[src/rtl/dsa_pkg.sv]
package dsa_pkg;

    typedef enum logic [1:0] {
        SLOT_EMPTY   = 2'd0,
        SLOT_EXREADY = 2'd1,
        SLOT_SKIP    = 2'd2
    } slot_st_e;

    typedef enum logic [2:0] {
        OP_NOP    = 3'd0,
        OP_ALU    = 3'd1,
        OP_ENDPGM = 3'd2,
        OP_GMEM   = 3'd3,
        OP_LMEM   = 3'd4,
        OP_FLAT   = 3'd5
    } op_cls_e;

    // first member is the most significant bit: valu is bit 0, lm_fifo bit 11
    typedef struct packed {
        logic lm_fifo;
        logic lm_bus;
        logic lm_issue;
        logic sm_fifo;
        logic sm_bus;
        logic sm_issue;
        logic outst_ok;
        logic coal_rdy;
        logic gm_bus;
        logic gm_issue;
        logic salu;
        logic valu;
    } rdy_flags_t;

    localparam int RDY_W = $bits(rdy_flags_t);

endpackage

[src/rtl/dsa_ready_check.sv]
module dsa_ready_check
    import dsa_pkg::*;
#(
    parameter bit IS_GM = 1'b0
) (
    input  logic [2:0] cls_i,
    input  logic       scalar_i,
    input  rdy_flags_t flags_i,
    output logic       ok_o
);

    always_comb begin
        unique case (op_cls_e'(cls_i))
            OP_NOP, OP_ALU: ok_o = scalar_i ? flags_i.salu : flags_i.valu;
            OP_ENDPGM:      ok_o = scalar_i ? flags_i.salu : 1'b1;
            OP_GMEM:        ok_o = scalar_i
                                 ? (flags_i.sm_issue & flags_i.sm_bus & flags_i.sm_fifo)
                                 : (flags_i.gm_issue & flags_i.gm_bus &
                                    flags_i.coal_rdy & flags_i.outst_ok);
            OP_LMEM:        ok_o = flags_i.lm_issue & flags_i.lm_bus & flags_i.lm_fifo;
            OP_FLAT:        ok_o = IS_GM & flags_i.gm_issue & flags_i.gm_bus &
                                   flags_i.lm_bus & flags_i.coal_rdy &
                                   flags_i.outst_ok & flags_i.lm_fifo;
            default:        ok_o = 1'b0;
        endcase
    end

endmodule

[src/rtl/dsa_reserve.sv]
module dsa_reserve
    import dsa_pkg::*;
#(
    parameter int N_UNIT   = 6,
    parameter int FIRST_LM = 4,
    parameter int LM_SEL_W = 1
) (
    input  logic [2*N_UNIT-1:0]        st_i,
    input  logic [N_UNIT-1:0]          flat_i,
    input  logic [N_UNIT*LM_SEL_W-1:0] sel_i,
    output logic [N_UNIT-1:0]          units_o,
    output logic                       clash_o
);

    always_comb begin
        int lm;
        lm      = 0;
        units_o = '0;
        clash_o = 1'b0;
        for (int j = 0; j < N_UNIT; j++) begin
            if (slot_st_e'(st_i[2*j +: 2]) == SLOT_EXREADY) begin
                if (units_o[j]) clash_o = 1'b1;
                units_o[j] = 1'b1;
                if (flat_i[j]) begin
                    lm = FIRST_LM + int'(sel_i[j*LM_SEL_W +: LM_SEL_W]);
                    if (lm < N_UNIT) begin
                        if (units_o[lm]) clash_o = 1'b1;
                        units_o[lm] = 1'b1;
                    end
                end
            end
        end
    end

endmodule

[src/rtl/dsa_slot_arbiter.sv]
module dsa_slot_arbiter
    import dsa_pkg::*;
#(
    parameter int N_ALU  = 2,
    parameter int N_GM   = 2,
    parameter int N_LM   = 2,
    parameter int WAVE_W = 4,
    parameter int LANES  = 4,
    localparam int N_UNIT   = N_ALU + N_GM + N_LM,
    localparam int FIRST_GM = N_ALU,
    localparam int FIRST_LM = N_ALU + N_GM,
    localparam int LM_SEL_W = (N_LM > 1) ? $clog2(N_LM) : 1
) (
    input  logic                       clk,
    input  logic                       rst_n,
    input  logic [N_UNIT-1:0]          cand_vld_i,
    input  logic [3*N_UNIT-1:0]        cand_cls_i,
    input  logic [N_UNIT-1:0]          cand_scalar_i,
    input  logic [N_UNIT-1:0]          cand_tok_i,
    input  logic [WAVE_W*N_UNIT-1:0]   cand_wave_i,
    input  logic [LM_SEL_W*N_UNIT-1:0] cand_lm_sel_i,
    input  logic [LANES*N_UNIT-1:0]    cand_mask_i,
    input  logic [N_UNIT-1:0]          vrf_wr_ok_i,
    input  logic [N_UNIT-1:0]          srf_wr_ok_i,
    input  logic [RDY_W-1:0]           rdy_flags_i,
    output logic [2*N_UNIT-1:0]        slot_st_o,
    output logic [WAVE_W*N_UNIT-1:0]   slot_wave_o,
    output logic [LANES*N_UNIT-1:0]    slot_mask_o,
    output logic [N_UNIT-1:0]          reins_vld_o,
    output logic [WAVE_W*N_UNIT-1:0]   reins_wave_o,
    output logic [N_UNIT-1:0]          arb_stall_o,
    output logic [N_UNIT-1:0]          tok_acq_o,
    output logic [N_UNIT-1:0]          rsv_units_o,
    output logic                       rsv_err_o
);

    rdy_flags_t          flags;
    logic [N_UNIT-1:0]   cls_ok;
    slot_st_e            nxt_st   [N_UNIT];
    logic [WAVE_W-1:0]   nxt_wave [N_UNIT];
    logic [LANES-1:0]    nxt_mask [N_UNIT];
    logic [N_UNIT-1:0]   nxt_flat, nxt_reins, nxt_stall, nxt_tok;

    logic [2*N_UNIT-1:0]        st_q;
    logic [N_UNIT-1:0]          flat_q;
    logic [LM_SEL_W*N_UNIT-1:0] sel_q;
    logic                       clash;
    logic                       err_q;

    assign flags = rdy_flags_t'(rdy_flags_i);

    // per-slot class readiness; flat is only legal in a global-memory slot
    for (genvar j = 0; j < N_UNIT; j++) begin : g_rdy
        dsa_ready_check #(.IS_GM((j >= FIRST_GM) && (j < FIRST_LM))) u_rc (
            .cls_i    (cand_cls_i[3*j +: 3]),
            .scalar_i (cand_scalar_i[j]),
            .flags_i  (flags),
            .ok_o     (cls_ok[j])
        );
    end

    // RELEASE -> FILL -> PREEMPT -> ROLLBACK, evaluated in one cycle
    always_comb begin
        int lm;
        lm = 0;
        for (int j = 0; j < N_UNIT; j++) begin
            nxt_st[j]    = SLOT_EMPTY;
            nxt_wave[j]  = cand_wave_i[WAVE_W*j +: WAVE_W];
            nxt_mask[j]  = '0;
            nxt_flat[j]  = 1'b0;
            nxt_reins[j] = 1'b0;
            nxt_stall[j] = 1'b0;
            nxt_tok[j]   = 1'b0;
        end
        // FILL
        for (int j = 0; j < N_UNIT; j++) begin
            if (cand_vld_i[j] && cls_ok[j]) begin
                nxt_st[j]   = SLOT_EXREADY;
                nxt_flat[j] = (op_cls_e'(cand_cls_i[3*j +: 3]) == OP_FLAT);
                nxt_tok[j]  = cand_tok_i[j] && !cand_scalar_i[j] &&
                              (op_cls_e'(cand_cls_i[3*j +: 3]) inside {OP_GMEM, OP_FLAT});
                if (op_cls_e'(cand_cls_i[3*j +: 3]) inside {OP_GMEM, OP_LMEM, OP_FLAT})
                    nxt_mask[j] = cand_mask_i[LANES*j +: LANES];
            end
        end
        // PREEMPT of the paired local-memory slot
        for (int g = FIRST_GM; g < FIRST_LM; g++) begin
            if (nxt_st[g] == SLOT_EXREADY && nxt_flat[g]) begin
                lm = FIRST_LM + int'(cand_lm_sel_i[LM_SEL_W*g +: LM_SEL_W]);
                if (lm < N_UNIT) begin
                    if (nxt_st[lm] == SLOT_EXREADY) begin
                        nxt_reins[lm] = 1'b1;
                        nxt_stall[lm] = 1'b1;
                    end
                    nxt_st[lm]   = SLOT_SKIP;
                    nxt_wave[lm] = cand_wave_i[WAVE_W*g +: WAVE_W];
                    nxt_mask[lm] = '0;
                    nxt_flat[lm] = 1'b0;
                end
            end
        end
        // ROLLBACK on a failed destination-write booking
        for (int j = 0; j < N_UNIT; j++) begin
            if (nxt_st[j] == SLOT_EXREADY &&
                !(srf_wr_ok_i[j] && (cand_scalar_i[j] || vrf_wr_ok_i[j]))) begin
                nxt_reins[j] = 1'b1;
                nxt_st[j]    = SLOT_EMPTY;
                if (nxt_flat[j]) begin
                    lm = FIRST_LM + int'(cand_lm_sel_i[LM_SEL_W*j +: LM_SEL_W]);
                    if (lm < N_UNIT) nxt_st[lm] = SLOT_EMPTY;
                end
            end
        end
    end

    // state register
    always_ff @(posedge clk or negedge rst_n) begin
        if (!rst_n) begin
            st_q <= '0;
        end else begin
            for (int j = 0; j < N_UNIT; j++) st_q[2*j +: 2] <= nxt_st[j];
        end
    end

    // output and side-information registers
    always_ff @(posedge clk or negedge rst_n) begin
        if (!rst_n) begin
            slot_wave_o  <= '0;
            slot_mask_o  <= '0;
            flat_q       <= '0;
            sel_q        <= '0;
            reins_vld_o  <= '0;
            reins_wave_o <= '0;
            arb_stall_o  <= '0;
            tok_acq_o    <= '0;
            err_q        <= 1'b0;
        end else begin
            for (int j = 0; j < N_UNIT; j++) begin
                slot_wave_o[WAVE_W*j +: WAVE_W] <= nxt_wave[j];
                slot_mask_o[LANES*j +: LANES]   <= nxt_mask[j];
            end
            flat_q       <= nxt_flat;
            sel_q        <= cand_lm_sel_i;
            reins_vld_o  <= nxt_reins;
            reins_wave_o <= cand_wave_i;
            arb_stall_o  <= nxt_stall;
            tok_acq_o    <= nxt_tok;
            err_q        <= err_q | clash;
        end
    end

    dsa_reserve #(
        .N_UNIT   (N_UNIT),
        .FIRST_LM (FIRST_LM),
        .LM_SEL_W (LM_SEL_W)
    ) u_rsv (
        .st_i    (st_q),
        .flat_i  (flat_q),
        .sel_i   (sel_q),
        .units_o (rsv_units_o),
        .clash_o (clash)
    );

    assign slot_st_o = st_q;
    assign rsv_err_o = err_q;

endmodule

[config.mk]
export PLATFORM = sky130hd
export DESIGN_NAME = dsa_slot_arbiter
export DESIGN_NICKNAME = d
export VERILOG_FILES = /design/src/rtl/dsa_pkg.sv /design/src/rtl/dsa_ready_check.sv /design/src/rtl/dsa_reserve.sv /design/src/rtl/dsa_slot_arbiter.sv
export SDC_FILE = /design/constraint.sdc
export NUM_CORES = 1
export LEC_CHECK = 0
export CORE_MARGIN = 3
export CORE_UTILIZATION = 24
export CTS_CLUSTER_DIAMETER = 100
export DETAILED_ROUTE_END_ITERATION = 7
export DONT_BUFFER_PORTS = 1
export SYNTH_ARGS = -nofsm -noshare
export SYNTH_HDL_FRONTEND = slang
export SYNTH_SLANG_ARGS = --single-unit
[constraint.sdc]
create_clock -name clk -period 1.65 [get_ports clk]
set_input_delay 0.2475 -clock clk [delete_from_list [all_inputs] [get_ports clk]]
set_output_delay 0.2475 -clock clk [all_outputs]
set_load 0.05 [all_outputs]
# Word level (Yosys, flattened, before mapping)
# Memories as Yosys holds them, arrays and structs flattened.
# Cells that the tools add are included.
dict set report totals {
  ff_bits 115
  romBits 8
  in_bits 116
  mem_count 1
}
# name words width read_ports rd_clocked_by_memory_dff wr line
set mem_list {}
lappend mem_list {{(no name shown)} 8 1 1 0 0 dsa_reserve.sv:27} ;# if (units_o[lm]) clash_o = 1'b1;
dict set report op_classes {
  add_sub_neg 12
  order_cmp 40
  eq_ne 46
  n_mux 205
  n_bitwise 50
  reduce_logical 88
}
# op count
set op_table {}
lappend op_table {{2-to-1 mux 12 bit} 22}
lappend op_table {{>= comparator 32 x 1 -> 1 bit, second input constant} 8}
lappend op_table {{< comparator 32 x 5 -> 1 bit, second input constant} 8}
lappend op_table {{>= comparator 32 x 4 -> 1 bit, second input constant} 6}
lappend op_table {{< comparator 32 x 1 -> 1 bit, second input constant} 6}
lappend op_table {{< comparator 32 x 4 -> 1 bit, second input constant} 6}
lappend op_table {{2-to-1 mux 24 bit} 8}
lappend op_table {{NOT 4 -> 32 bit} 6}
lappend op_table {{2-to-1 mux 6 bit} 28}
lappend op_table {{2-to-1 mux 1 bit} 92}
lappend op_table {{NOT 12 bit} 6}
lappend op_table {{bitwise AND 12 bit} 5}
lappend op_table {{2-to-1 mux 4 bit} 14}
lappend op_table {{adder 3 x 1 -> 4 bit, first input constant} 12}
lappend op_table {{bitwise AND 24 bit} 2}
lappend op_table {{bitwise mux 24 bit} 2}
lappend op_table {{NOT 24 bit} 2}
lappend op_table {{logical AND 1 bit} 46}
lappend op_table {{bitwise OR 6 bit} 7}
lappend op_table {{demux 2 bit (select 3 bit)} 6}
lappend op_table {{== test 3 x 2 -> 1 bit, second input constant} 12}
lappend op_table {{== test 3 bit, second input constant} 12}
lappend op_table {{== test 2 x 1 -> 1 bit, second input constant} 16}
lappend op_table {{bitwise AND 6 bit} 4}
lappend op_table {{other kinds (20)} 105}

# Longest topological paths before layout
# Gate-level depths: netlist of run 1.
dict set report depth {
  word_depth 38
  mapped_depth 7
  depth_no_buf 5
}

# Modules after synthesis
# Synthesis of run 1 repeated with hierarchy kept, for this count alone.
dict set report hier_totals {
  cells_unflattened 371
  area_unflattened_um2 4227.8
}
# module n_inst cells_per_inst area_each_um2 seq_area_each_um2
set by_module_without_submodules {}
lappend by_module_without_submodules {dsa_slot_arbiter 1 268 3448.3 2277.2}
lappend by_module_without_submodules {{dsa_ready_check (g_rdy[0].u_rc ...)} 4 10 76.3 0.0}
lappend by_module_without_submodules {dsa_reserve 1 39 296.5 0.0}
lappend by_module_without_submodules {{dsa_ready_check (g_rdy[2].u_rc ...)} 2 12 88.8 0.0}

# Worst setup path after synthesis of run 1
# OpenSTA, ideal clock, no wires.
dict set report synth_timing {
  kind {flip-flop to output port}
  start {register st_q[11] (netlist: slot_st_o[11])}
  end {output rsv_units_o[4]}
  arrival_ns 1.916
  t_required_ns 1.402
  path_slack_ns -0.514
  stages_incl_launch_ff 3
  path_buffers 0
  cell_sequence {dfrtp_1 -> nand2b_1 -> o21ai_0}
}
dict set report synth_via {
  elab_chain_cells 2
}
# element line
set synth_rtl {}
lappend synth_rtl {{from (decl)} dsa_slot_arbiter.sv:44} ;# logic [2*N_UNIT-1:0] st_q;
lappend synth_rtl {{from (signal assigned)} dsa_slot_arbiter.sv:119} ;# st_q <= '0;
lappend synth_rtl {{== test 2 x 1 -> 1 bit} dsa_reserve.sv:21} ;# if (slot_st_e'(st_i[2*j +: 2]) == SLOT_EXREADY) begin
lappend synth_rtl {{2-to-1 mux 6 bit} dsa_reserve.sv:21}
lappend synth_rtl {{to (decl)} dsa_slot_arbiter.sv:33} ;# output logic [N_UNIT-1:0] rsv_units_o,
# No other way between the ends.

# Worst setup path after layout of run 1
dict set report layout_timing {
  start {register st_q[2] (netlist: slot_st_o[2])}
  end {output rsv_units_o[5]}
}
dict set report layout_via {
  elab_chain_cells 15
}
# element line
set layout_rtl {}
lappend layout_rtl {{== test 2 x 1 -> 1 bit (*)} dsa_reserve.sv:21}
lappend layout_rtl {{2-to-1 mux 6 bit (*)} dsa_reserve.sv:21}
lappend layout_rtl {{bitwise OR 6 bit (no line)} n/a}
lappend layout_rtl {{2-to-1 mux 6 bit} dsa_reserve.sv:26} ;# if (lm < N_UNIT) begin
lappend layout_rtl {{2-to-1 mux 6 bit} dsa_reserve.sv:24} ;# if (flat_i[j]) begin
lappend layout_rtl {{2-to-1 mux 6 bit (*)} dsa_reserve.sv:21}
lappend layout_rtl {{bitwise OR 6 bit (no line)} n/a}
lappend layout_rtl {{2-to-1 mux 6 bit} dsa_reserve.sv:26}
lappend layout_rtl {{2-to-1 mux 6 bit} dsa_reserve.sv:24}
lappend layout_rtl {{2-to-1 mux 6 bit (*)} dsa_reserve.sv:21}
lappend layout_rtl {{bitwise OR 6 bit (no line)} n/a}
lappend layout_rtl {{2-to-1 mux 6 bit} dsa_reserve.sv:26}
lappend layout_rtl {{2-to-1 mux 6 bit} dsa_reserve.sv:24}
lappend layout_rtl {{2-to-1 mux 6 bit (*) (2 in series)} dsa_reserve.sv:21}
# Every way passes the cells marked *; elsewhere a longest branch is shown, timed or not.

==> flow_metrics.tcl, run 1 <==
set metrics [dict create \
    die_w_um 135 \
    num_vias 2914 \
    die_area_um2 18300 \
    use_met1_pct 15.6 \
    slowest_delay_ns 0.41 \
    wl_um 12100 \
    cts_sinks 91 \
    clk_latency_ns 0.35 \
    p_total_mw 5.31 \
    placedCellCount 584 \
    clkTransAtPathRegs_ns 0.07 \
    dp_slack_ns -0.0992 \
    layout-drive-gt1-share_pct 19.8 \
    critical_path.endpoint_type "output pin" \
    ctsHoldBuffers 31 \
    synth_area_um2 4000 \
    cp_num_buf_inv 0 \
    drt_first_pass_iters 4 \
    start_kind "flop" \
    cts_root_buf "clkbuf_16" \
    post-synth-top-area-cell "dfrtp_1" \
    ir_drop_uv 460 \
    start_util_pct 24.8 \
    grt-busiest-layer "met2" \
    clock_skew_ns 0.00389 \
    htreeDepth 3 \
    yosysSeqAreaShare_pct 56.9 \
    synthArstFlopShare_pct 100 \
    place.detailed.hpwl_um 9190 \
    status "finished, violations left" \
    cp_max_fo 2 \
    final.min_clock_period_ns 1.77 \
    postSynthCellCount 349 \
    fin_cells 636 \
    num_rows 46 \
    grt_pass1_vias 3133 \
    post_drt_wl_per_cell_um 19.0 \
    synth-main-ff-cell "dfrtp_1" \
    cts_made_buffers 9 \
    synth.area.top_cells "dfrtp_1 57%, buf_4 5.4%, and2_1 3.4%, mux2i_1 3.0%, nor2_1 2.5%" \
    drc 0 \
    antenna_cells 0 \
    hold_slack_ns -0.412 \
    synth_most_common_cell "dfrtp_1" \
    max_freq_mhz 564 \
    gr-usage-met3_pct 5.03 \
    drtIter0Drc 179 \
    synth_top_area_share_pct 56.9 \
    worst_slew_pin_slew_ns 0.522 \
    cap_violations 0 \
    multi_input_area_um2 1540 \
    core_area_um2 16100 \
    ys_ff_latch 91 \
    overflow 0 \
    track_usage_pct 13.2 \
    fin_nets 531 \
    syn2layout_area_growth_pct 27.5 \
    cp_slowest_cell "dfrtp_2" \
    p_leak_nw 2.29 \
    ff_latch_area_um2 2280 \
    arrival_ns 1.52 \
    violations "negative hold slack, negative setup slack" \
    synthTopCellsByCount "91 x dfrtp_1, 29 x buf_4, 27 x nor2_1" \
    numPortBuffers 0 \
    synth_edf_count 0 \
    final_core_util_pct 31.6 \
    grt_max_degree 92 \
    viasPerCell 4.58 \
    fin_crit_sh_pct 107 \
    path_delay_family "compound AO/OA/AOI/OAI gates" \
    hold_class "input pin to asynchronous set/reset pin" \
    ant_nets 0 \
    grt_first_pass_wirelength_um 18000 \
    n_fill_cell 1654 \
    power.density_nw_per_um2 1040 \
    met2_usage_pct 21.3 \
    io-pin-count 225 \
    rsz0062_at_grt "yes" \
    finalMaxSlewViolations 0 \
    yosys_warnings 0 \
    cts_tree "built" \
    path_class "flop to output pin" \
    setup_ws_ns -0.122 \
    syn_area_per_cell_um2 11.5 \
    cts_buffer_depth 2 \
    slew_headroom_pct 64.9 \
    yosysUniqueCellTypes 60 \
    setup_viol 2 \
    required_ns 1.40 \
    ff2ff_setup_slack_ns 0.13 \
    chipHeight_um 135 \
    path_cells "and2_4 > a32o_2 > a211oi_4 > nand2_4" \
    finalHoldViolCount 91 \
    antenna_found_initial 0 \
    place_congestion 0.771 \
]
-- area by class of cell --
type	count	area share [%]
Sequential cell	91	44.7
Clock buffer	10	4.49
Multi-Input combinational cell	229	30.1
Clock inverter	6	1.77
Timing Repair Buffer	77	13.1
Tap cell	216	5.30
Inverter	7	0.515
-- cells by family after synthesis --
| group | after synthesis | share of synthesized area (%) |
|---|---|---|
| muxes | 12 | 3.00 |
| AOI/OAI and AO/OA | 64 | 11.7 |
| DFF | 91 | 56.9 |
| xor gates and xnor gates | 7 | 1.53 |
| buffers and inverters | 40 | 6.72 |
| adders and majority gates | 1 | 0.250 |
| other | 1 | 0.0937 |
| and+or+nand+nor | 133 | 19.8 |
-- metal layers --
metal,wire length (um),part of all wire (%)
met5,0,0
met4,322,2.7
met3,1210,10
met2,5810,48
met1,4720,39
-- through the flow --
stage	area [um2]	hold slack, ns	setup TNS, ns
detailed placement	4400	-0.0465	-0.640
finish	5100	-0.412	-0.138
CTS	5090	-0.428	-0.158
global placement	4400	-0.0460	0
floorplan	4060	-0.0481	0
global route	5100	-0.433	-0.241
-- registers in the layout, indices dropped and copies added (netlist names) --
name	cells
reins_vld_o	6
flat_q	6
slot_st_o	8
arb_stall_o	2
slot_mask_o	24
sel_q	6
tok_acq_o	6
rsv_err_o	1
slot_wave_o	8
reins_wave_o	24
-- layout by cell type, fill, tap and decap left out, drive strengths merged, types with 10 or more instances in the layout --
cell type    synthesis  routed
a21oi               12      12
and2                22      22
buf                 32      46
clkbuf               1      10
conb                 1      12
dfrtp               91      91
dlygate4sd3          0      31
mux2i               12      12
nand2               22      22
nand2b              10      10
nor2                27      27
o21ai               13      13
-- final timing paths --
kind                           startpoint         endpoint  cells after the start
setup / recovery             slot_st_o[2]   rsv_units_o[5]                      4
hold / removal                      rst_n     tok_acq_o[1]                      0
setup reg to reg             slot_st_o[2]        rsv_err_o                      6
hold reg to reg                 flat_q[0]        rsv_err_o                      2
max in group asynchronous           rst_n  slot_wave_o[17]                      0
min in group clk           cand_mask_i[4]   slot_mask_o[4]                      1
-- power breakdown --
part | internal (mW) | switching [mW]
sequential | 2.31 | 0.208
combinational | 0.208 | 0.370
clock | 1.33 | 0.885
total | 3.85 | 1.46
-- repair_timing --
| action | 4_1_cts | 5_1_grt |
|---|---|---|
| pin swaps | 6 | 0 |
| setup buffers | 4 | 1 |
| resized for setup | 7 | 0 |
| hold endpoints to repair | 122 | 91 |
| setup endpoints to repair | 2 | 2 |
Power figures use the tool's default switching activity.
==> run 2: changes to the inputs <==
--- a/config.mk
+++ b/config.mk
@@ -10,6 +10,7 @@
 export CTS_CLUSTER_DIAMETER = 100
 export DETAILED_ROUTE_END_ITERATION = 7
 export DONT_BUFFER_PORTS = 1
+export PLACE_DENSITY = 0.48
 export SYNTH_ARGS = -nofsm -noshare
 export SYNTH_HDL_FRONTEND = slang
 export SYNTH_SLANG_ARGS = --single-unit
==> constraint.sdc (replaced) <==
create_clock -name clk -period 1.65 [get_ports clk]
set_input_delay 0.165 -clock clk [delete_from_list [all_inputs] [get_ports clk]]
set_output_delay 0.165 -clock clk [all_outputs]
set_load 0.05 [all_outputs]
==> run 2 against run 1 <==
- the run still ends with negative hold slack, negative setup slack left
- worst setup slack gained 0.096 ns
- global-route usage up 0.44 points
- final cell count grew 5.3%
- critical path type unchanged
- critical endpoint unchanged
==> flow_metrics.tcl, run 2 (same netlist as run 1, synthesis figures left out) <==
set metrics [dict create \
    hold_slack_ns -0.490 \
    finalHoldViolCount 91 \
    final_core_util_pct 33.9 \
    critical_path.endpoint_type "output pin" \
    power.density_nw_per_um2 986 \
    htreeDepth 3 \
    num_rows 46 \
    start_kind "flop" \
    placedCellCount 582 \
    die_w_um 135 \
    sw_frac_of_total_pct 27.5 \
    pwr-share-clk_pct 41.4 \
    slew_headroom_pct 65.7 \
    p_comb_share_pct 11.9 \
    num_vias 2953 \
    place_congestion 0.802 \
    numPortBuffers 0 \
    track_usage_pct 13.7 \
    status "finished, violations left" \
    syn2layout_area_growth_pct 36.4 \
    hold_class "input pin to asynchronous set/reset pin" \
    rsz0062_at_grt "yes" \
    finalMaxSlewViolations 0 \
    drc 0 \
    path_cells "and2_4 > a32o_2 > a211oi_4 > nand2_4" \
    antenna_found_initial 0 \
    fin_cells 670 \
    p_seq_share_pct 46.7 \
    overflow 0 \
    wl_um 12500 \
    cp_slowest_cell "dfrtp_1" \
    ctsHoldBuffers 69 \
    place.detailed.hpwl_um 9330 \
    cap_violations 0 \
    cts_buffer_depth 2 \
    clk_latency_ns 0.34 \
    setup_ws_ns -0.0264 \
    setup_viol 1 \
    rr_startpoint "flat_q[1]" \
    layout_common_cells "88 x dfrtp_1, 69 x dlygate4sd3_1, 39 x buf_4" \
    cts_root_buf "clkbuf_16" \
    critPathCapture "rsv_units_o[5]" \
    cts_tree "built" \
    path_class "flop to output pin" \
    required_ns 1.48 \
    final.min_clock_period_ns 1.68 \
    start_util_pct 24.8 \
    ir_drop_uv 436 \
    switching_power_mw 1.48 \
    ff2ff_setup_slack_ns 0.15 \
    top_regs "reins_wave_o: 24 flops, slot_mask_o: 24 flops" \
    violations "negative hold slack, negative setup slack" \
    chipHeight_um 135 \
    drtIter0Drc 92 \
    io-pin-count 225 \
    cp_num_buf_inv 0 \
    post_drt_wl_per_cell_um 18.6 \
    slowest_delay_ns 0.38 \
    ant_nets 0 \
    path_delay_family "compound AO/OA/AOI/OAI gates" \
    max_freq_mhz 597 \
    r2r-end "rsv_err_o" \
    drt_first_pass_iters 4 \
    layout-drive-gt1-share_pct 17.4 \
    worst_slew_pin_slew_ns 0.515 \
    mostFrequentLayoutCell "dfrtp_1" \
    startpoint "flat_q[1]" \
    viasPerCell 4.41 \
    clock_skew_ns 0.00117 \
    die_area_um2 18300 \
    arrival_ns 1.51 \
    grt_pass1_vias 3189 \
    worst-path-stages 4 \
    fin_crit_sh_pct 102 \
    intPower_mw 3.90 \
    core_area_um2 16100 \
    cts_sinks 91 \
    rr_worst_depth 6 \
    grt_first_pass_wirelength_um 18600 \
    cp_max_fo 2 \
    cts_made_buffers 9 \
    fin_nets 564 \
    grt_max_degree 92 \
    clkTransAtPathRegs_ns 0.06 \
    p_leak_nw 2.41 \
]
-- run 2: worst min path at each step --
stage	startpoint	endpoint	slack (ns)
after floorplan	rst_n	arb_stall_o[4]	-0.13
after global placement	rst_n	reins_wave_o[6]	-0.13
after detailed placement	rst_n	reins_wave_o[3]	-0.13
after CTS	rst_n	reins_wave_o[6]	-0.51
after global routing	rst_n	reins_wave_o[6]	-0.51
final	rst_n	reins_wave_o[6]	-0.49
-- run 2: through the flow --
| stage | worst slack (ns) | instance area, um2 | setup TNS (ns) | power (mW) |
|---|---|---|---|---|
| global route | -0.0947 | 5460 | -0.121 | 5.61 |
| floorplan | -0.0834 | 4050 | -0.0834 | 2.99 |
| global placement | 0.0895 | 4390 | 0 | 3.06 |
| finish | -0.0264 | 5460 | -0.0264 | 5.38 |
| detailed placement | 0.00871 | 4390 | 0 | 3.06 |
| CTS | -0.0433 | 5450 | -0.0433 | 5.47 |
-- run 2: what timing repair did --
| item | in CTS | in global routing |
|---|---|---|
| endpoints found under the hold margin | 162 | 91 |
| gates resized for setup | 9 | 1 |
| endpoints found under the setup margin | 2 | 2 |
| buffers inserted | 2 | 0 |
| pin swaps | 4 | 1 |
-- run 2: final cells by class --
| type | count | area [um2] |
|---|---|---|
| clock inverter | 6 | 88.8 |
| tap | 216 | 270 |
| fill | 1654 | 10700 |
| sequential | 91 | 2280 |
| inverter | 7 | 26.3 |
| clock buffer | 10 | 229 |
| multi-input combinational | 229 | 1540 |
| antenna | 1 | 2.50 |
| timing repair buffer | 110 | 1020 |
-- run 2: power by group through the flow --
stage	clock [mW]	combinational (mW)	sequential, mW
6_report	2.23	0.642	2.51
5_1_grt	2.40	0.687	2.52
4_1_cts	2.31	0.644	2.52
3_5_place_dp	0	0.504	2.56
3_3_place_gp	0	0.501	2.56
2_1_floorplan	0	0.356	2.64
-- run 2: per-layer routing --
layer  global-route usage [%]  vias up  routed length (um)  share of wire, %
li1                         -     1393                   -                 -
met1                     16.2     1414                5030                40
met2                     22.6      128                6180                50
met3                     4.36       18                 969               7.8
met4                     6.33        0                 285               2.3
met5                        0        -                   0                 0
==> run 3: changes to the inputs <==
--- a/config.mk
+++ b/config.mk
@@ -5,12 +5,12 @@
 export SDC_FILE = /design/constraint.sdc
 export NUM_CORES = 1
 export LEC_CHECK = 0
+export BUFFER_PORTS_ARGS = -buffer_cell sky130_fd_sc_hd__buf_2
 export CORE_MARGIN = 3
 export CORE_UTILIZATION = 24
 export CTS_CLUSTER_DIAMETER = 100
 export DETAILED_ROUTE_END_ITERATION = 7
-export DONT_BUFFER_PORTS = 1
-export PLACE_DENSITY = 0.48
+export PLACE_DENSITY = 0.6
 export SYNTH_ARGS = -nofsm -noshare
 export SYNTH_HDL_FRONTEND = slang
 export SYNTH_SLANG_ARGS = --single-unit
==> run 3 against run 2 <==
- the run ends with negative setup slack left
- critical path depth rose by 1
- global-route usage is 0.57 points higher
- first-iteration DRC count increased by 52%
- register-to-register slack better by 0.04 ns
- design area increased by 10%
- flip-flop and latch count stayed put
==> flow_metrics.tcl, run 3 (same netlist as run 1, synthesis figures left out) <==
set metrics [dict create \
    grt-busiest-layer "met2" \
    critical_path.endpoint_type "output pin" \
    cts_made_buffers 9 \
    path_class "flop to output pin" \
    finalMaxSlewViolations 0 \
    post_drt_wl_per_cell_um 15.8 \
    overflow 0 \
    p_seq_share_pct 43.9 \
    status "finished, violations left" \
    required_ns 1.48 \
    setup_tns_ns -0.0964 \
    cts_root_buf "clkbuf_16" \
    cp_max_fo 2 \
    fin_nets 725 \
    rr_startpoint "slot_st_o[0]" \
    htreeDepth 3 \
    numPortBuffers 216 \
    antenna_found_initial 2 \
    cts_buffer_depth 2 \
    switching_power_mw 1.62 \
    mostFrequentLayoutCell "buf_2" \
    violations "negative setup slack" \
    die_area_um2 18300 \
    clock_skew_ns 0.00435 \
    sw_frac_of_total_pct 30.3 \
    wl_um 13200 \
    syn2layout_area_growth_pct 50.7 \
    cp_num_buf_inv 1 \
    cts_sinks 91 \
    gr-usage-met3_pct 3.65 \
    path_delay_family "compound AO/OA/AOI/OAI gates" \
    use_met1_pct 16.3 \
    rr_worst_depth 7 \
    start_util_pct 24.8 \
    ir_drop_uv 478 \
    cts_tree "built" \
    startpoint "flat_q[1]" \
    fin_crit_sh_pct 106 \
    num_rows 46 \
    fin_cells 831 \
    p_leak_nw 3.11 \
    worst-path-stages 5 \
    r2r-end "rsv_err_o" \
    place.detailed.hpwl_um 10300 \
    ant_nets 0 \
    finalHoldViolCount 0 \
    grt_max_degree 33 \
    start_kind "flop" \
    clkTransAtPathRegs_ns 0.07 \
    core_area_um2 16100 \
    ff2ff_setup_slack_ns 0.19 \
    hold_class "input pin to flop" \
    path_cells "and2_4 > a32o_2 > a211oi_2 > nand2_2 > buf_8" \
    layout-drive-gt1-share_pct 45.4 \
    critPathCapture "rsv_units_o[5]" \
    arrival_ns 1.58 \
    setup_ws_ns -0.0964 \
    cap_violations 0 \
    layout_common_cells "213 x buf_2, 89 x dfrtp_1, 31 x dlygate4sd3_1" \
    met2_usage_pct 24.7 \
    placedCellCount 779 \
    slowest_delay_ns 0.39 \
    io-pin-count 225 \
    track_usage_pct 14.2 \
    pwr-share-clk_pct 36.6 \
    max_freq_mhz 573 \
    drtIter0Drc 140 \
    p_comb_share_pct 19.5 \
    rsz0062_at_grt "yes" \
    chipHeight_um 135 \
    final.min_clock_period_ns 1.75 \
    drc 0 \
    top_regs "reins_wave_o: 24 flops, slot_mask_o: 24 flops" \
    power.density_nw_per_um2 887 \
    viasPerCell 4.36 \
    intPower_mw 3.72 \
    grt_pass1_vias 3769 \
    place_congestion 0.811 \
    die_w_um 135 \
    cp_slowest_cell "dfrtp_1" \
    drt_first_pass_iters 4 \
    clk_latency_ns 0.34 \
    grt_first_pass_wirelength_um 19600 \
    num_vias 3621 \
    setup_viol 1 \
]
-- run 3: worst min path at each step --
stage	start	end	depth (start not counted)
6_report	cand_mask_i[6]	slot_mask_o[6]	2
5_1_grt	cand_mask_i[20]	slot_mask_o[20]	2
4_1_cts	cand_mask_i[2]	slot_mask_o[2]	2
3_5_place_dp	rst_n	slot_mask_o[3]	1
3_3_place_gp	rst_n	slot_mask_o[3]	1
2_1_floorplan	rst_n	arb_stall_o[4]	0
-- run 3: final cells by class --
class | count | area (um2)
Tap cell | 216 | 270
Sequential cell | 91 | 2280
Timing Repair Buffer | 271 | 1630
Inverter | 7 | 26.3
Antenna cell | 1 | 2.50
Clock buffer | 11 | 243
Clock inverter | 5 | 36.3
Multi-Input combinational cell | 229 | 1540
Fill cell | 1633 | 10100
-- run 3: timing repair --
action / CTS / global route
setup endpoints to repair: 2 / 2
pin swaps: 5 / 1
endpoints found under the hold margin: 66 / 0
setup buffers: 4 / 0
gates resized for setup: 11 / 5
hold buffers: 31 / 0
-- run 3: per-stage QoR --
step           area [um2]  utilization, %  hold WS [ns]  total power, mW  setup WS, ns
6_report             6030            37.4        0.0275             5.35       -0.0964
5_1_grt              6030            37.4        0.0122             5.62        -0.169
4_1_cts              6000            37.2       0.00374             5.45        -0.115
3_5_place_dp         5350            33.2        0.0830             3.37       -0.0223
3_3_place_gp         5350            33.2        0.0801             3.35        0.0260
2_1_floorplan        4050               -        -0.131             2.99       -0.0834
-- run 3: power by group through the flow --
stage / registers, mW / clock network [mW] / logic [mW]
4_1_cts: 2.35 / 2.06 / 1.05
5_1_grt: 2.36 / 2.15 / 1.11
3_5_place_dp: 2.39 / 0 / 0.977
2_1_floorplan: 2.64 / 0 / 0.356
6_report: 2.35 / 1.96 / 1.04
3_3_place_gp: 2.39 / 0 / 0.964
-- run 3: routing by layer --
layer | routed length (um) | up-vias
met4 | 433 | 2
met2 | 6830 | 131
met5 | 13 | -
met3 | 715 | 29
li1 | - | 1714
met1 | 5160 | 1745
